[src/rtl/vr_ss_pkg.sv]
package vr_ss_pkg;
  typedef enum logic [1:0] {
    ST_OFF   = 2'd0,
    ST_DELAY = 2'd1,
    ST_RAMP  = 2'd2,
    ST_DONE  = 2'd3
  } ss_state_e;
endpackage

[src/rtl/vr_ss_tick.sv]
// Divides the clock down to one pulse per time tick while running.
module vr_ss_tick #(
  parameter int CLK_PER_TICK = 100
) (
  input  logic clk,
  input  logic rst_n,
  input  logic run_i,
  output logic tick_o
);
  localparam int CW = (CLK_PER_TICK > 1) ? $clog2(CLK_PER_TICK) : 1;
  localparam logic [CW-1:0] LAST = CW'(CLK_PER_TICK - 1);

  logic [CW-1:0] cnt_q, cnt_n;

  always_comb begin
    cnt_n = '0;
    if (run_i && (cnt_q != LAST)) cnt_n = cnt_q + CW'(1);
  end

  always_ff @(posedge clk or negedge rst_n) begin
    if (!rst_n) cnt_q <= '0;
    else        cnt_q <= cnt_n;
  end

  assign tick_o = run_i && (cnt_q == LAST);
endmodule

[src/rtl/vr_ss_fsm.sv]
// Sequencing state: idle, settling delay, ramp, complete.
module vr_ss_fsm
  import vr_ss_pkg::*;
#(
  parameter int DELAY_TICKS = 100
) (
  input  logic      clk,
  input  logic      rst_n,
  input  logic      active_i,
  input  logic      tick_i,
  input  logic      all_done_i,
  output ss_state_e state_o,
  output logic      load_o,
  output logic      finish_o
);
  localparam int DW = $clog2(DELAY_TICKS + 1);
  localparam logic [DW-1:0] DLAST = DW'(DELAY_TICKS - 1);

  ss_state_e     state_q, state_n;
  logic [DW-1:0] dcnt_q, dcnt_n;

  always_comb begin
    state_n  = state_q;
    dcnt_n   = dcnt_q;
    load_o   = 1'b0;
    finish_o = 1'b0;
    if (!active_i) begin
      state_n = ST_OFF;
      dcnt_n  = '0;
    end else begin
      unique case (state_q)
        ST_OFF: begin
          load_o  = 1'b1;
          state_n = ST_DELAY;
          dcnt_n  = '0;
        end
        ST_DELAY: begin
          if (tick_i) begin
            if (dcnt_q == DLAST) begin
              state_n = ST_RAMP;
              dcnt_n  = '0;
            end else begin
              dcnt_n = dcnt_q + DW'(1);
            end
          end
        end
        ST_RAMP: begin
          if (all_done_i) begin
            state_n  = ST_DONE;
            finish_o = 1'b1;
          end
        end
        default: state_n = ST_DONE;
      endcase
    end
  end

  always_ff @(posedge clk or negedge rst_n) begin
    if (!rst_n) begin
      state_q <= ST_OFF;
      dcnt_q  <= '0;
    end else begin
      state_q <= state_n;
      dcnt_q  <= dcnt_n;
    end
  end

  assign state_o = state_q;
endmodule

[src/rtl/vr_ss_rail.sv]
// One rail: captured target, clamped reference ramp, pre-bias driver gate.
module vr_ss_rail #(
  parameter int CODE_W = 16,
  parameter int STEP   = 13
) (
  input  logic              clk,
  input  logic              rst_n,
  input  logic              clear_i,
  input  logic              load_i,
  input  logic              rail_en_i,
  input  logic [CODE_W-1:0] target_i,
  input  logic [CODE_W-1:0] fb_i,
  input  logic              step_i,
  input  logic              ramp_i,
  input  logic              finish_i,
  output logic [CODE_W-1:0] ref_o,
  output logic [CODE_W-1:0] tgt_o,
  output logic              drv_en_o,
  output logic              done_o
);
  logic [CODE_W-1:0] tgt_q, tgt_n, ref_q, ref_n;
  logic              en_q, en_n, drv_q, drv_n;
  logic [CODE_W:0]   sum;

  assign sum = {1'b0, ref_q} + (CODE_W+1)'(STEP);

  always_comb begin
    tgt_n = tgt_q;
    ref_n = ref_q;
    en_n  = en_q;
    drv_n = drv_q;
    if (clear_i) begin
      tgt_n = '0;
      ref_n = '0;
      en_n  = 1'b0;
      drv_n = 1'b0;
    end else if (load_i) begin
      en_n  = rail_en_i;
      tgt_n = rail_en_i ? target_i : '0;
      ref_n = '0;
      drv_n = 1'b0;
    end else if (en_q) begin
      if (step_i) begin
        if (sum >= {1'b0, tgt_q}) ref_n = tgt_q;
        else                      ref_n = sum[CODE_W-1:0];
      end
      if ((ramp_i && (ref_q > fb_i)) || finish_i) drv_n = 1'b1;
    end
  end

  always_ff @(posedge clk or negedge rst_n) begin
    if (!rst_n) begin
      tgt_q <= '0;
      ref_q <= '0;
      en_q  <= 1'b0;
      drv_q <= 1'b0;
    end else begin
      tgt_q <= tgt_n;
      ref_q <= ref_n;
      en_q  <= en_n;
      drv_q <= drv_n;
    end
  end

  assign ref_o    = ref_q;
  assign tgt_o    = tgt_q;
  assign drv_en_o = drv_q;
  assign done_o   = !en_q || (ref_q == tgt_q);
endmodule

[src/rtl/vr_softstart_seq.sv]
module vr_softstart_seq
  import vr_ss_pkg::*;
#(
  parameter int CODE_W       = 16,
  parameter int STEP         = 13,
  parameter int CLK_PER_TICK = 100,
  parameter int DELAY_TICKS  = 100
) (
  input  logic              clk,
  input  logic              rst_n,
  input  logic              en_i,
  input  logic              por_ok_i,
  input  logic              strap3_i,
  input  logic              strap4_i,
  input  logic              mode_sel_i,
  input  logic [CODE_W-1:0] core_target_i,
  input  logic [CODE_W-1:0] nb_target_i,
  input  logic [CODE_W-1:0] core_fb_i,
  input  logic [CODE_W-1:0] nb_fb_i,
  output logic [CODE_W-1:0] core_ref_o,
  output logic [CODE_W-1:0] nb_ref_o,
  output logic              core_drv_en_o,
  output logic              nb_drv_en_o,
  output logic              mode_serial_o,
  output logic [2:0]        phase_cnt_o,
  output logic              pgood_o
);
  localparam int NUM_RAILS = 2;

  ss_state_e         state;
  logic              active, running, tick, load, finish, all_done;
  logic              mode_q, mode_n;
  logic [2:0]        phase_q, phase_n, phase_sel;
  logic [CODE_W-1:0] tgt_in  [NUM_RAILS];
  logic [CODE_W-1:0] fb_in   [NUM_RAILS];
  logic [CODE_W-1:0] ref_w   [NUM_RAILS];
  logic [CODE_W-1:0] tgt_w   [NUM_RAILS];
  logic [NUM_RAILS-1:0] rail_en, drv_w, done_w;
  logic [CODE_W-1:0] core_tgt_w;

  assign active  = en_i && por_ok_i;
  assign running = (state != ST_OFF);

  vr_ss_tick #(.CLK_PER_TICK(CLK_PER_TICK)) u_tick (
    .clk(clk), .rst_n(rst_n), .run_i(running && active), .tick_o(tick)
  );

  vr_ss_fsm #(.DELAY_TICKS(DELAY_TICKS)) u_fsm (
    .clk(clk), .rst_n(rst_n), .active_i(active), .tick_i(tick),
    .all_done_i(all_done), .state_o(state), .load_o(load), .finish_o(finish)
  );

  // Phase strap decode
  always_comb begin
    if (strap3_i && strap4_i) phase_sel = 3'd2;
    else if (strap4_i)        phase_sel = 3'd3;
    else                      phase_sel = 3'd4;
  end

  always_comb begin
    mode_n  = mode_q;
    phase_n = phase_q;
    if (!active) begin
      mode_n  = 1'b0;
      phase_n = 3'd0;
    end else if (load) begin
      mode_n  = mode_sel_i;
      phase_n = phase_sel;
    end
  end

  always_ff @(posedge clk or negedge rst_n) begin
    if (!rst_n) begin
      mode_q  <= 1'b0;
      phase_q <= 3'd0;
    end else begin
      mode_q  <= mode_n;
      phase_q <= phase_n;
    end
  end

  // Rail 0 is the core rail, always sequenced; rail 1 only in serial mode.
  assign tgt_in[0]  = core_target_i;
  assign tgt_in[1]  = nb_target_i;
  assign fb_in[0]   = core_fb_i;
  assign fb_in[1]   = nb_fb_i;
  assign rail_en[0] = 1'b1;
  assign rail_en[1] = mode_sel_i;

  for (genvar g = 0; g < NUM_RAILS; g++) begin : g_rail
    vr_ss_rail #(.CODE_W(CODE_W), .STEP(STEP)) u_rail (
      .clk      (clk),
      .rst_n    (rst_n),
      .clear_i  (!active),
      .load_i   (load),
      .rail_en_i(rail_en[g]),
      .target_i (tgt_in[g]),
      .fb_i     (fb_in[g]),
      .step_i   (tick && (state == ST_RAMP)),
      .ramp_i   (state == ST_RAMP),
      .finish_i (finish),
      .ref_o    (ref_w[g]),
      .tgt_o    (tgt_w[g]),
      .drv_en_o (drv_w[g]),
      .done_o   (done_w[g])
    );
  end

  assign all_done      = &done_w;
  assign core_tgt_w    = tgt_w[0];
  assign core_ref_o    = ref_w[0];
  assign nb_ref_o      = ref_w[1];
  assign core_drv_en_o = drv_w[0];
  assign nb_drv_en_o   = drv_w[1];
  assign mode_serial_o = mode_q;
  assign phase_cnt_o   = phase_q;
  assign pgood_o       = (state == ST_DONE);
endmodule

[config.mk]
export PLATFORM = sky130hd
export DESIGN_NAME = vr_softstart_seq
export DESIGN_NICKNAME = d
export VERILOG_FILES = /design/src/rtl/vr_ss_pkg.sv /design/src/rtl/vr_ss_tick.sv /design/src/rtl/vr_ss_fsm.sv /design/src/rtl/vr_ss_rail.sv /design/src/rtl/vr_softstart_seq.sv
export SDC_FILE = /design/constraint.sdc
export NUM_CORES = 1
export LEC_CHECK = 0
export ABC_AREA = 0
export BUFFER_PORTS_ARGS = -buffer_cell sky130_fd_sc_hd__buf_2
export CAP_MARGIN = 25
export CORE_ASPECT_RATIO = 1.75
export CORE_MARGIN = 2
export CORE_UTILIZATION = 38
export DETAILED_ROUTE_END_ITERATION = 8
export GPL_ROUTABILITY_DRIVEN = 1
export GPL_TIMING_DRIVEN = 0
export PLACE_DENSITY = 0.55
export SYNTH_ARGS = -nofsm -noshare
export SYNTH_HDL_FRONTEND = slang
export SYNTH_SLANG_ARGS = --single-unit
[constraint.sdc]
create_clock -name clk -period 3.5 [get_ports clk]
set_clock_uncertainty 0.2 [all_clocks]
set_input_delay 0.35 -clock clk [delete_from_list [all_inputs] [get_ports clk]]
set_output_delay 0.35 -clock clk [all_outputs]
set_load 0.01 [all_outputs]
==> results.toml <==
[floorplan]
start_util_pct = 38.5
die_y_microns = 177
ios = 110
row_count = 63
die_width_microns = 103
die_area_sq_um = 18200
coreArea_sq_um = 16900

[layout]
final_util_pct = 50.9
drive_above_1_share_pct = 27.5
stdcell_count = 1161
design_area_sq_um = 8580
final_common_cell = "buf_2"
mostFrequentLayoutCells = "buf_2 (114), inv_1 (79), dfrtp_1 (79), nand2_1 (71), ha_1 (64)"
area_growth_pct = 32.0
nets = 1068
diodes = 0

[pwr]
total_power_mw = 2.50
leakagePower_nw = 4.38
peakVddDrop_uv = 229
powerDensity_nw_per_um2 = 292

[worst_setup_path]
crit_fanout = 6
end_kind = "flop"
crit_arrival_ns = 3.52
r2r_start = "g_rail[0].u_rail.ref_o[1]"
critPathLaunch = "g_rail[0].u_rail.ref_o[1]"
worstPathRequired_ns = 3.53
start_kind = "flop"
path_class = "reg2reg"

[route]
wl_microns = 21700
vias = 6277
drc = 0
viasPerCell = 5.41
ant_nets = 0
drt-pass1-iter-count = 5
drt_iter0_markers = 224
wire_per_inst_microns = 18.7

[synthesis]
ys_types = 56
synth_edf_count = 0
yosysWarningCount = 0
ys.flop_type = "dfrtp_1"
synth-simple-area-share_pct = 17.4
synth_top_family_by_area = "simple AND/OR/NAND/NOR gates"
synth.cell_area_sq_um = 6500
synth_xor_area_share_pct = 8.49
syn_area_per_cell_sq_um = 8.70
ys_seq_area_share_pct = 33.5
synth-adder-area-share_pct = 13.1
netlist_instances = 747
synth-async-reset-ratio_pct = 100
synth_mux_area_share_pct = 3.08
synth_compound_area_share_pct = 16.8
synth_nets = 886
yosys_register_bits = 87

[cts]
path_clk_slew_ns = 0.06
cts_root_buf = "clkbuf_16"
cts_sinks = 87
clk-insertion-delay-late_ns = 0.35
clockBufferDepth = 2
cts_tree = "done"
h-tree-depth = 3
cts_buffers = 9

[sta]
fin_crit_sh_pct = 99.8
slew_violations = 0
fin_tns_setup_ns = 0
tightest_slew_ns = 0.821
rsz0062_at_grt = "yes"
setup_viol = 0
fin_hold_ws_ns = 0.0118
max_freq_ghz = 0.286
min_period_ns = 3.49
worst_slack_ns = 0.00567
finalHoldViolations = 0
relSlewSlack_pct = 43.9

[grt]
grt_remaining_overflow = 0
grt_max_degree = 45
first_global_vias = 6234
grt_usage_pct = 23.5
antenna_found_initial = 0
grt_pass1_wl_microns = 32100

[place]
place_ws_ns = -0.346
place_area_sq_um = 7360
gp_congestion = 0.972
dp_cells = 1084
dp_hpwl_microns = 16200
portBuffers = 109

[worst_hold_path]
hold_path_class = "in2reg"
hp-start = "nb_target_i[3]"

[job]
maxCapViolations = 0

[outcome]
outcome = "finished clean"
-- worst paths after layout --
kind                                        endpoint  slack, ns  cells after the start
max                        g_rail[0].u_rail.ref_o[4]      0.006                     12
min                        g_rail[1].u_rail.tgt_o[3]       0.01                      3
max reg2reg                g_rail[0].u_rail.ref_o[4]      0.006                     12
min reg2reg                          u_tick.cnt_q[0]       0.27                      1
max in group asynchronous  g_rail[0].u_rail.ref_o[3]       2.09                      3
min in group asynchronous  g_rail[1].u_rail.tgt_o[8]       0.35                      2
-- per-layer routing --
layer / up-vias / GRT usage (%) / wire [microns]
met1: 3015 / 24.5 / 7710
met4: 0 / 12.2 / 1270
li1: 2995 / - / -
met2: 199 / 44.4 / 12000
met5: - / 0 / 0
met3: 68 / 3.00 / 757
-- cell families after synthesis --
| group | count (synthesis) |
|---|---|
| buffers and inverters | 114 |
| DFF | 87 |
| muxes | 20 |
| adders and majority gates | 68 |
| AOI/OAI and AO/OA | 170 |
| xor gates and xnor gates | 63 |
| and+or+nand+nor | 225 |
-- sequential cells by signal (all words and copies together) (netlist names) --
register,count
g_rail.u_rail.drv_en_o,2
u_fsm.state_o,2
phase_cnt_o,3
g_rail.u_rail.ref_o,32
u_tick.cnt_q,7
g_rail.u_rail.en_q,2
g_rail.u_rail.tgt_o,32
u_fsm.dcnt_q,7
-- final cells by class --
| cell class | instances | area [sq um] |
|---|---|---|
| well taps | 227 | 284 |
| plain buffers | 33 | 249 |
| inverters | 79 | 297 |
| clock buffers | 10 | 229 |
| flip-flops and latches | 87 | 2190 |
| multi-input cells | 546 | 4140 |
| repair buffers | 173 | 1110 |
| fillers | 1694 | 8290 |
| clock inverters | 6 | 85.1 |
-- power by group --
group          switching [mW]  leakage (nW)  internal (mW)
registers              0.0173          1.19           1.02
clock network           0.428         0.148          0.624
logic                   0.232          3.04          0.181
total                   0.677          4.38           1.83
-- synthesized netlist by cell type, types with 3 or more instances --
| cell type | number | share of area, % |
|---|---|---|
| a211oi_1 | 4 | 0.46 |
| a21oi_1 | 25 | 1.9 |
| a31oi_1 | 6 | 0.58 |
| o2bb2ai_1 | 11 | 1.5 |
| ha_1 | 68 | 13 |
| buf_2 | 14 | 1.1 |
| nor3_1 | 13 | 1.0 |
| xor2_1 | 36 | 4.8 |
| nor2b_1 | 3 | 0.29 |
| o21ai_1 | 10 | 0.77 |
| nand4_1 | 24 | 2.3 |
| o31ai_1 | 3 | 0.35 |
| and2_1 | 4 | 0.38 |
| buf_6 | 3 | 0.52 |
| nand2_1 | 73 | 4.2 |
| xnor2_1 | 27 | 3.6 |
| a22oi_1 | 6 | 0.69 |
| mux2i_1 | 20 | 3.1 |
| a21o_1 | 9 | 1.0 |
| a221o_1 | 4 | 0.62 |
| nand2b_1 | 6 | 0.58 |
| o311ai_1 | 10 | 1.3 |
| nor3_2 | 3 | 0.46 |
| dfrtp_1 | 87 | 33 |
| clkbuf_1 | 11 | 0.64 |
| buf_4 | 4 | 0.46 |
| o21ai_0 | 55 | 4.2 |
| nand3_1 | 22 | 1.7 |
| and3_1 | 7 | 0.67 |
| nor4_1 | 14 | 1.3 |
| nor2_1 | 44 | 2.5 |
| o22ai_1 | 9 | 0.87 |
| a2111oi_0 | 3 | 0.40 |
| o21a_1 | 4 | 0.46 |
| inv_1 | 79 | 4.6 |
-- repair_timing --
| action | CTS | global route |
|---|---|---|
| resized for setup | 26 | 68 |
| setup buffers | 8 | 40 |
| hold buffers | 12 | 0 |
| hold endpoints to repair | 54 | 0 |
| gates cloned | 0 | 3 |
| setup endpoints to repair | 32 | 32 |
| pin swaps | 9 | 39 |
-- critical path: stages (launching register included) --
cell and delay (ns):
dfrtp_2 0.46, ha_4 0.20, or3_4 0.40, nand3b_1 0.21, nor2_2 0.07, xor2_2 0.16
ha_1 0.32, nand3_2 0.11, nor2_4 0.08, a221oi_4 0.28, nand4_1 0.32, buf_6 0.26
a221o_1 0.32
Note: power is estimated with default switching activity, not from simulation.
